File: src/rtl/rx_pkg.sv
package rx_pkg;
  typedef enum logic [2:0] {
    ST_IDLE  = 3'd0,
    ST_START = 3'd1,
    ST_DATA  = 3'd2,
    ST_PAR   = 3'd3,
    ST_STOP  = 3'd4
  } rx_state_e;
endpackage

File: src/rtl/rx_line_sync.sv
module rx_line_sync #(
  parameter int STAGES    = 2,
  parameter bit RESET_VAL = 1'b1
) (
  input  logic clk,
  input  logic rst_n,
  input  logic din,
  output logic dout
);
  logic [STAGES-1:0] chain_q;
  logic [STAGES-1:0] chain_d;

  always_comb begin
    chain_d = {chain_q[STAGES-2:0], din};
  end

  always_ff @(posedge clk or negedge rst_n) begin
    if (!rst_n) chain_q <= {STAGES{RESET_VAL}};
    else        chain_q <= chain_d;
  end

  assign dout = chain_q[STAGES-1];
endmodule

File: src/rtl/rx_frame_fsm.sv
module rx_frame_fsm
  import rx_pkg::*;
#(
  parameter int OVERSAMPLE = 16,
  parameter int MAX_BITS   = 8
) (
  input  logic                clk,
  input  logic                rst_n,
  input  logic                line,
  input  logic [1:0]          len_sel,
  input  logic                par_off,
  output logic                done,
  output logic [MAX_BITS-1:0] word,
  output logic                par_bit,
  output logic                stop_ok
);
  localparam int CNT_W    = $clog2(OVERSAMPLE);
  localparam int IDX_W    = $clog2(MAX_BITS);
  localparam int MID      = OVERSAMPLE / 2;
  localparam int MIN_BITS = MAX_BITS - 3;

  rx_state_e           state_q, state_d;
  logic [CNT_W-1:0]    cnt_q, cnt_d;
  logic [IDX_W-1:0]    idx_q, idx_d;
  logic [MAX_BITS-1:0] shift_q, shift_d;
  logic                par_q, par_d;
  logic                prev_q;
  logic                done_q, done_d;
  logic                stop_q, stop_d;
  logic                at_mid, at_end;
  logic [IDX_W-1:0]    last_idx;

  assign at_mid   = (cnt_q == CNT_W'(MID));
  assign at_end   = (cnt_q == CNT_W'(OVERSAMPLE - 1));
  assign last_idx = IDX_W'(MIN_BITS - 1) + IDX_W'(len_sel);

  always_comb begin
    state_d = state_q;
    cnt_d   = at_end ? '0 : cnt_q + 1'b1;
    idx_d   = idx_q;
    shift_d = shift_q;
    par_d   = par_q;
    done_d  = 1'b0;
    stop_d  = stop_q;
    unique case (state_q)
      ST_IDLE: begin
        cnt_d = '0;
        if (prev_q && !line) begin
          state_d = ST_START;
          cnt_d   = CNT_W'(1);
          idx_d   = '0;
          shift_d = '0;
        end
      end
      ST_START: begin
        if (at_mid && line) state_d = ST_IDLE;
        else if (at_end)    state_d = ST_DATA;
      end
      ST_DATA: begin
        if (at_mid) shift_d[idx_q] = line;
        if (at_end) begin
          idx_d = idx_q + 1'b1;
          if (idx_q == last_idx) state_d = par_off ? ST_STOP : ST_PAR;
        end
      end
      ST_PAR: begin
        if (at_mid) par_d = line;
        if (at_end) state_d = ST_STOP;
      end
      ST_STOP: begin
        if (at_mid) begin
          done_d  = 1'b1;
          stop_d  = line;
          state_d = ST_IDLE;
        end
      end
      default: state_d = ST_IDLE;
    endcase
  end

  always_ff @(posedge clk or negedge rst_n) begin
    if (!rst_n) begin
      state_q <= ST_IDLE;
      cnt_q   <= '0;
      idx_q   <= '0;
      shift_q <= '0;
      par_q   <= 1'b0;
      prev_q  <= 1'b1;
      done_q  <= 1'b0;
      stop_q  <= 1'b1;
    end else begin
      state_q <= state_d;
      cnt_q   <= cnt_d;
      idx_q   <= idx_d;
      shift_q <= shift_d;
      par_q   <= par_d;
      prev_q  <= line;
      done_q  <= done_d;
      stop_q  <= stop_d;
    end
  end

  assign done    = done_q;
  assign word    = shift_q;
  assign par_bit = par_q;
  assign stop_ok = stop_q;
endmodule

File: src/rtl/rx_result_reg.sv
module rx_result_reg #(
  parameter int MAX_BITS = 8
) (
  input  logic                clk,
  input  logic                rst_n,
  input  logic                load,
  input  logic [MAX_BITS-1:0] word_in,
  input  logic                par_bit,
  input  logic                stop_ok,
  input  logic                par_off,
  input  logic                par_even,
  input  logic                clr_n,
  output logic [MAX_BITS-1:0] word_out,
  output logic                ready,
  output logic                perr,
  output logic                ferr,
  output logic                oerr
);
  logic [MAX_BITS-1:0] word_q, word_d;
  logic ready_q, ready_d;
  logic pe_q, pe_d;
  logic fe_q, fe_d;
  logic oe_q, oe_d;

  always_comb begin
    word_d  = word_q;
    ready_d = ready_q;
    pe_d    = pe_q;
    fe_d    = fe_q;
    oe_d    = oe_q;
    if (!clr_n) ready_d = 1'b0;
    if (load) begin
      word_d  = word_in;
      ready_d = 1'b1;
      pe_d    = ~par_off & (^word_in ^ par_bit ^ ~par_even);
      fe_d    = ~stop_ok;
      oe_d    = ready_q;
    end
  end

  always_ff @(posedge clk or negedge rst_n) begin
    if (!rst_n) begin
      word_q  <= '0;
      ready_q <= 1'b0;
      pe_q    <= 1'b0;
      fe_q    <= 1'b0;
      oe_q    <= 1'b0;
    end else begin
      word_q  <= word_d;
      ready_q <= ready_d;
      pe_q    <= pe_d;
      fe_q    <= fe_d;
      oe_q    <= oe_d;
    end
  end

  assign word_out = word_q;
  assign ready    = ready_q;
  assign perr     = pe_q & ~par_off;
  assign ferr     = fe_q;
  assign oerr     = oe_q;
endmodule

File: src/rtl/serial_rx_flags.sv
module serial_rx_flags #(
  parameter int OVERSAMPLE  = 16,
  parameter int MAX_BITS    = 8,
  parameter int SYNC_STAGES = 2
) (
  input  logic                clk,
  input  logic                rst_n,
  input  logic                rxd,
  input  logic [1:0]          len_sel,
  input  logic                par_off,
  input  logic                par_even,
  input  logic                drf_clr_n,
  output logic [MAX_BITS-1:0] rx_word,
  output logic                rx_ready,
  output logic                err_parity,
  output logic                err_frame,
  output logic                err_overrun
);
  logic                rst_n_s;
  logic                line_s;
  logic                done_w;
  logic [MAX_BITS-1:0] word_w;
  logic                par_w;
  logic                stop_w;

  rx_line_sync #(.STAGES(SYNC_STAGES), .RESET_VAL(1'b0)) u_rst_sync (
    .clk(clk), .rst_n(rst_n), .din(1'b1), .dout(rst_n_s)
  );

  rx_line_sync #(.STAGES(SYNC_STAGES), .RESET_VAL(1'b1)) u_line_sync (
    .clk(clk), .rst_n(rst_n_s), .din(rxd), .dout(line_s)
  );

  rx_frame_fsm #(.OVERSAMPLE(OVERSAMPLE), .MAX_BITS(MAX_BITS)) u_fsm (
    .clk(clk), .rst_n(rst_n_s), .line(line_s), .len_sel(len_sel),
    .par_off(par_off), .done(done_w), .word(word_w),
    .par_bit(par_w), .stop_ok(stop_w)
  );

  rx_result_reg #(.MAX_BITS(MAX_BITS)) u_result (
    .clk(clk), .rst_n(rst_n_s), .load(done_w), .word_in(word_w),
    .par_bit(par_w), .stop_ok(stop_w), .par_off(par_off),
    .par_even(par_even), .clr_n(drf_clr_n), .word_out(rx_word),
    .ready(rx_ready), .perr(err_parity), .ferr(err_frame),
    .oerr(err_overrun)
  );
endmodule

File: config.mk
export PLATFORM = sky130hd
export DESIGN_NAME = serial_rx_flags
export DESIGN_NICKNAME = d
export VERILOG_FILES = /design/src/rtl/rx_pkg.sv /design/src/rtl/rx_line_sync.sv /design/src/rtl/rx_frame_fsm.sv /design/src/rtl/rx_result_reg.sv /design/src/rtl/serial_rx_flags.sv
export SDC_FILE = /design/constraint.sdc
export NUM_CORES = 1
export LEC_CHECK = 0
export BUFFER_PORTS_ARGS = -buffer_cell sky130_fd_sc_hd__clkbuf_2
export CAP_MARGIN = 20
export CELL_PAD_IN_SITES_DETAIL_PLACEMENT = 1
export CELL_PAD_IN_SITES_GLOBAL_PLACEMENT = 2
export CORE_ASPECT_RATIO = 0.75
export CORE_MARGIN = 2
export CORE_UTILIZATION = 34
export DETAILED_ROUTE_END_ITERATION = 12
export PLACE_DENSITY = 0.85
export SLEW_MARGIN = 20
export SYNTH_ARGS = -nofsm -noshare
export SYNTH_HDL_FRONTEND = slang
export SYNTH_SLANG_ARGS = --single-unit
export TNS_END_PERCENT = 100
File: constraint.sdc
create_clock -name clk -period 1.1 [get_ports clk]
set_input_delay 0.22 -clock clk [delete_from_list [all_inputs] [get_ports clk]]
set_output_delay 0.22 -clock clk [all_outputs]
set_load 0.03 [all_outputs]
==> flow_summary.toml <==
[sta]
finalClockSkew_ns = 0.00851
finalCritPeriodShare_pct = 148
grt_setup_unrepaired = "yes"
maxClockFrequency_mhz = 616
hold_violations = 0
finalWorstPathRequiredPeriod_ns = 1.62
setup-violations-final = 22
report.final.slew_viol_count = 0
setup_ws_ns = -0.524
finalHoldWorstSlack_ns = 0.126

[grt]
first_pass_grt_wire_length_mm = 7.92
initial_antenna_violation_count = 0
sum_of_overflow_across_all_layers_after_global_routing = 0
gr-usage-all-layers_pct = 16.7
grt_start_max_net_pins = 18
via_count_of_the_first_global_routing_pass = 1545

[synth]
synth-adder-area-share_pct = 1.98
synth_top_family_by_area = "simple AND/OR/NAND/NOR gates"
synth.cell_area_sq_um = 1890
postSynthRegisterBits = 38
ys_seq_area_share_pct = 50.5
postSynthNetCount = 182
post_synth_and_or_nand_nor_area_fraction_pct = 15.0
synth_compound_area_share_pct = 14.5
post_synth.cell_area_avg_sq_um = 11.1
synth_cells = 171
synth.yosys.warnings = 0
post_synth_xor_area_fraction_pct = 5.81
muxShareOfSynthArea_pct = 8.39
yosys.cell_types.count = 42

[floorplan]
design.core.area_sq_um = 5350
fp.dieW_microns = 90.2
design.portCount = 20
die_h_microns = 68.6
initial_core_util_pct = 35.4
die_area_sq_um = 6190
floorplan.rows = 23

[setup_path]
worst_setup_path_end_kind = "flop"
cp_max_fo = 3
timing.critical_path.arrival_ns = 1.81
data_required_time_at_the_worst_endpoint_ns = 1.29
start_kind = "flop"
worstSetupPathType = "reg2reg"
r2r_slack_ns = -0.52

[final_layout]
finish.net_count = 247
final_core_utilization_pct = 51.5
most-common-layout-cells = "buf_4, dfrtp_1, nand2_1, buf_6, mux2_2"
layout-drive-gt1-share_pct = 54.0
num_antenna_cells = 0
layout.cells.most_common = "buf_4"
fin_cells = 312
flow.area_growth_from_synthesis_pct = 45.4

[cts]
tritoncts_clock_tree = "yes"
cts_max_path_buffers = 2
cts.root.buffer_cell = "clkbuf_8"
clk_pin_slew_worst_paths_ns = 0.08
numClockSinks = 38
cts_made_buffers = 5
insertion_delay_ns = 0.30
cts_max_level = 2

[power]
worst_ir_drop_vdd_uv = 1010
power.leakage_uw = 0.00128
cellPowerDensity_nw_per_um2 = 1980

[detailed_routing]
highest-signal-layer = "met4"
drt_first_iter_violations = 56
wl_met2_mm = 2.67
route.vias.total = 1515
detail_route.vias_per_cell = 4.86
avgRoutedWirePerCell_microns = 16.5
postRouteWirelength_mm = 5.15
detail_route.first_pass.iterations = 4
dr_wl_met3_microns = 169
m1_wl_mm = 2.29
post-route-drc-count = 0
drtAntennaViolNets = 0

[job]
max_cap_violations = 0

[min_path]
timing.hold.worst.class = "reg2async"

[placed_design]
routability_cong = 0.821
number_of_cells_in_the_design_after_placement = 297
place.detailed.hpwl_mm = 3.53
numPortBuffers = 19

[status]
violated_checks = "negative setup slack"
run_status = "finished with violations"
-- registers in the layout (all words and copies together), names as in the netlist --
| signal | flops |
|---|---|
| u_result.oerr | 1 |
| u_result.ferr | 1 |
| u_fsm.idx_q | 3 |
| u_fsm.state_q | 3 |
| u_fsm.prev_q | 1 |
| u_fsm.word | 8 |
| u_fsm.stop_ok | 1 |
| u_fsm.par_bit | 1 |
| u_line_sync.chain_q | 2 |
| u_fsm.cnt_q | 4 |
| u_fsm.done | 1 |
| u_result.ready | 1 |
| u_result.word_out | 8 |
| u_rst_sync.chain_q | 2 |
| u_result.pe_q | 1 |
-- layout make-up --
class / count / area, sq um
clock inverter: 2 / 12.5
tap: 75 / 93.8
timing repair buffer: 67 / 569
fill: 603 / 2600
sequential: 38 / 958
clock buffer: 6 / 82.6
inverter: 6 / 22.5
multi-input combinational: 118 / 1020
-- where the power goes --
| part | internal [uW] | leakage (uW) | switching [uW] | total, uW |
|---|---|---|---|---|
| clock | 504 | 0.0000472 | 520 | 1020 |
| combinational | 1300 | 0.000744 | 1310 | 2600 |
| sequential | 1610 | 0.000492 | 212 | 1830 |
-- through the flow --
step / setup TNS, ns / cell area, sq um / worst slack (ns) / power [uW]
final: -7.04 / 2760 / -0.524 / 5450
after global routing: -8.95 / 2760 / -0.602 / 5800
after CTS: -7.01 / 2620 / -0.519 / 5170
after detailed placement: -6.89 / 2380 / -0.522 / 3950
after global placement: -6.21 / 2380 / -0.435 / 3880
after floorplan: -3.53 / 1920 / -0.418 / 3160
-- cells by family after synthesis --
logic type | after synthesis
mux | 14
buf+inv | 15
compound gates | 40
simple gates | 49
flops | 38
xor+xnor | 11
fa+ha+maj | 3
other cells | 1
-- cells in the mapped netlist, drive strengths merged --
cell     instances  area share [%]
ha               3             2.0
nand2b           3            0.99
xnor3            1             1.2
clkbuf           3            0.59
o21ai           18             4.8
a31oi            1            0.33
o211ai           1             1.1
o41ai            1            0.86
o2111ai          1            0.79
o21a             1            0.40
a21oi            8             2.1
a211o            1            0.46
dfstp            4             5.5
nand4b           1             1.3
nor3             5             2.2
xnor2           10             4.6
inv              6             1.2
a41o             1            0.53
mux2i            2             1.1
or4              1            0.40
or3b             1            0.46
nor2            10             2.0
nor2b            4             1.3
a22oi            1            0.40
and3             2            0.66
conb             1            0.20
nand3            3            0.79
o31ai            2            0.79
nand4            2            0.99
dfrtp           34              45
mux2            12             7.3
a22o             3             1.4
and4b            1            0.59
nor3b            1            0.40
a32o             1            0.53
buf              6             1.9
nand2           15             3.0
-- worst paths after layout --
path	start	depth (start not counted)	end
max	u_fsm.cnt_q[1]$_DFF_PN0_	7	u_fsm.state_q[2]$_DFFE_PN0P_
min	u_rst_sync.chain_q[1]$_DFF_PN0_	0	u_result.ferr$_DFFE_PN0P_
max in group asynchronous	u_rst_sync.chain_q[1]$_DFF_PN0_	1	u_fsm.word[3]$_DFFE_PN0P_
min in group clk	drf_clr_n	3	u_result.ready$_DFFE_PN0P_
max reg2reg	u_fsm.cnt_q[1]$_DFF_PN0_	7	u_fsm.state_q[2]$_DFFE_PN0P_
min reg2reg	u_rst_sync.chain_q[1]$_DFF_PN0_	0	u_result.ferr$_DFFE_PN0P_
-- critical path: stages (launching register included) --
cell and delay (ns):
dfrtp_1 0.42, inv_2 0.09, ha_4 0.16, nand4b_4 0.11, o2111ai_2 0.23, nand4_2 0.15
buf_6 0.15, o41ai_2 0.21
-- timing repair --
| action | in CTS | in global routing |
|---|---|---|
| pin swaps | 10 | 8 |
| hold buffers | 2 | 0 |
| endpoints found under the hold margin | 3 | 0 |
| setup endpoints to repair | 23 | 34 |
| gates resized for setup | 28 | 48 |
| setup buffers | 3 | 3 |
-- metal layers --
layer  vias to the layer above  GRT usage (%)
li1                        727              -
met1                       763           22.1
met2                        22           28.7
met3                         3           4.57
met4                         0           2.31
met5                         -              0
Power figures use the tool's default switching activity.
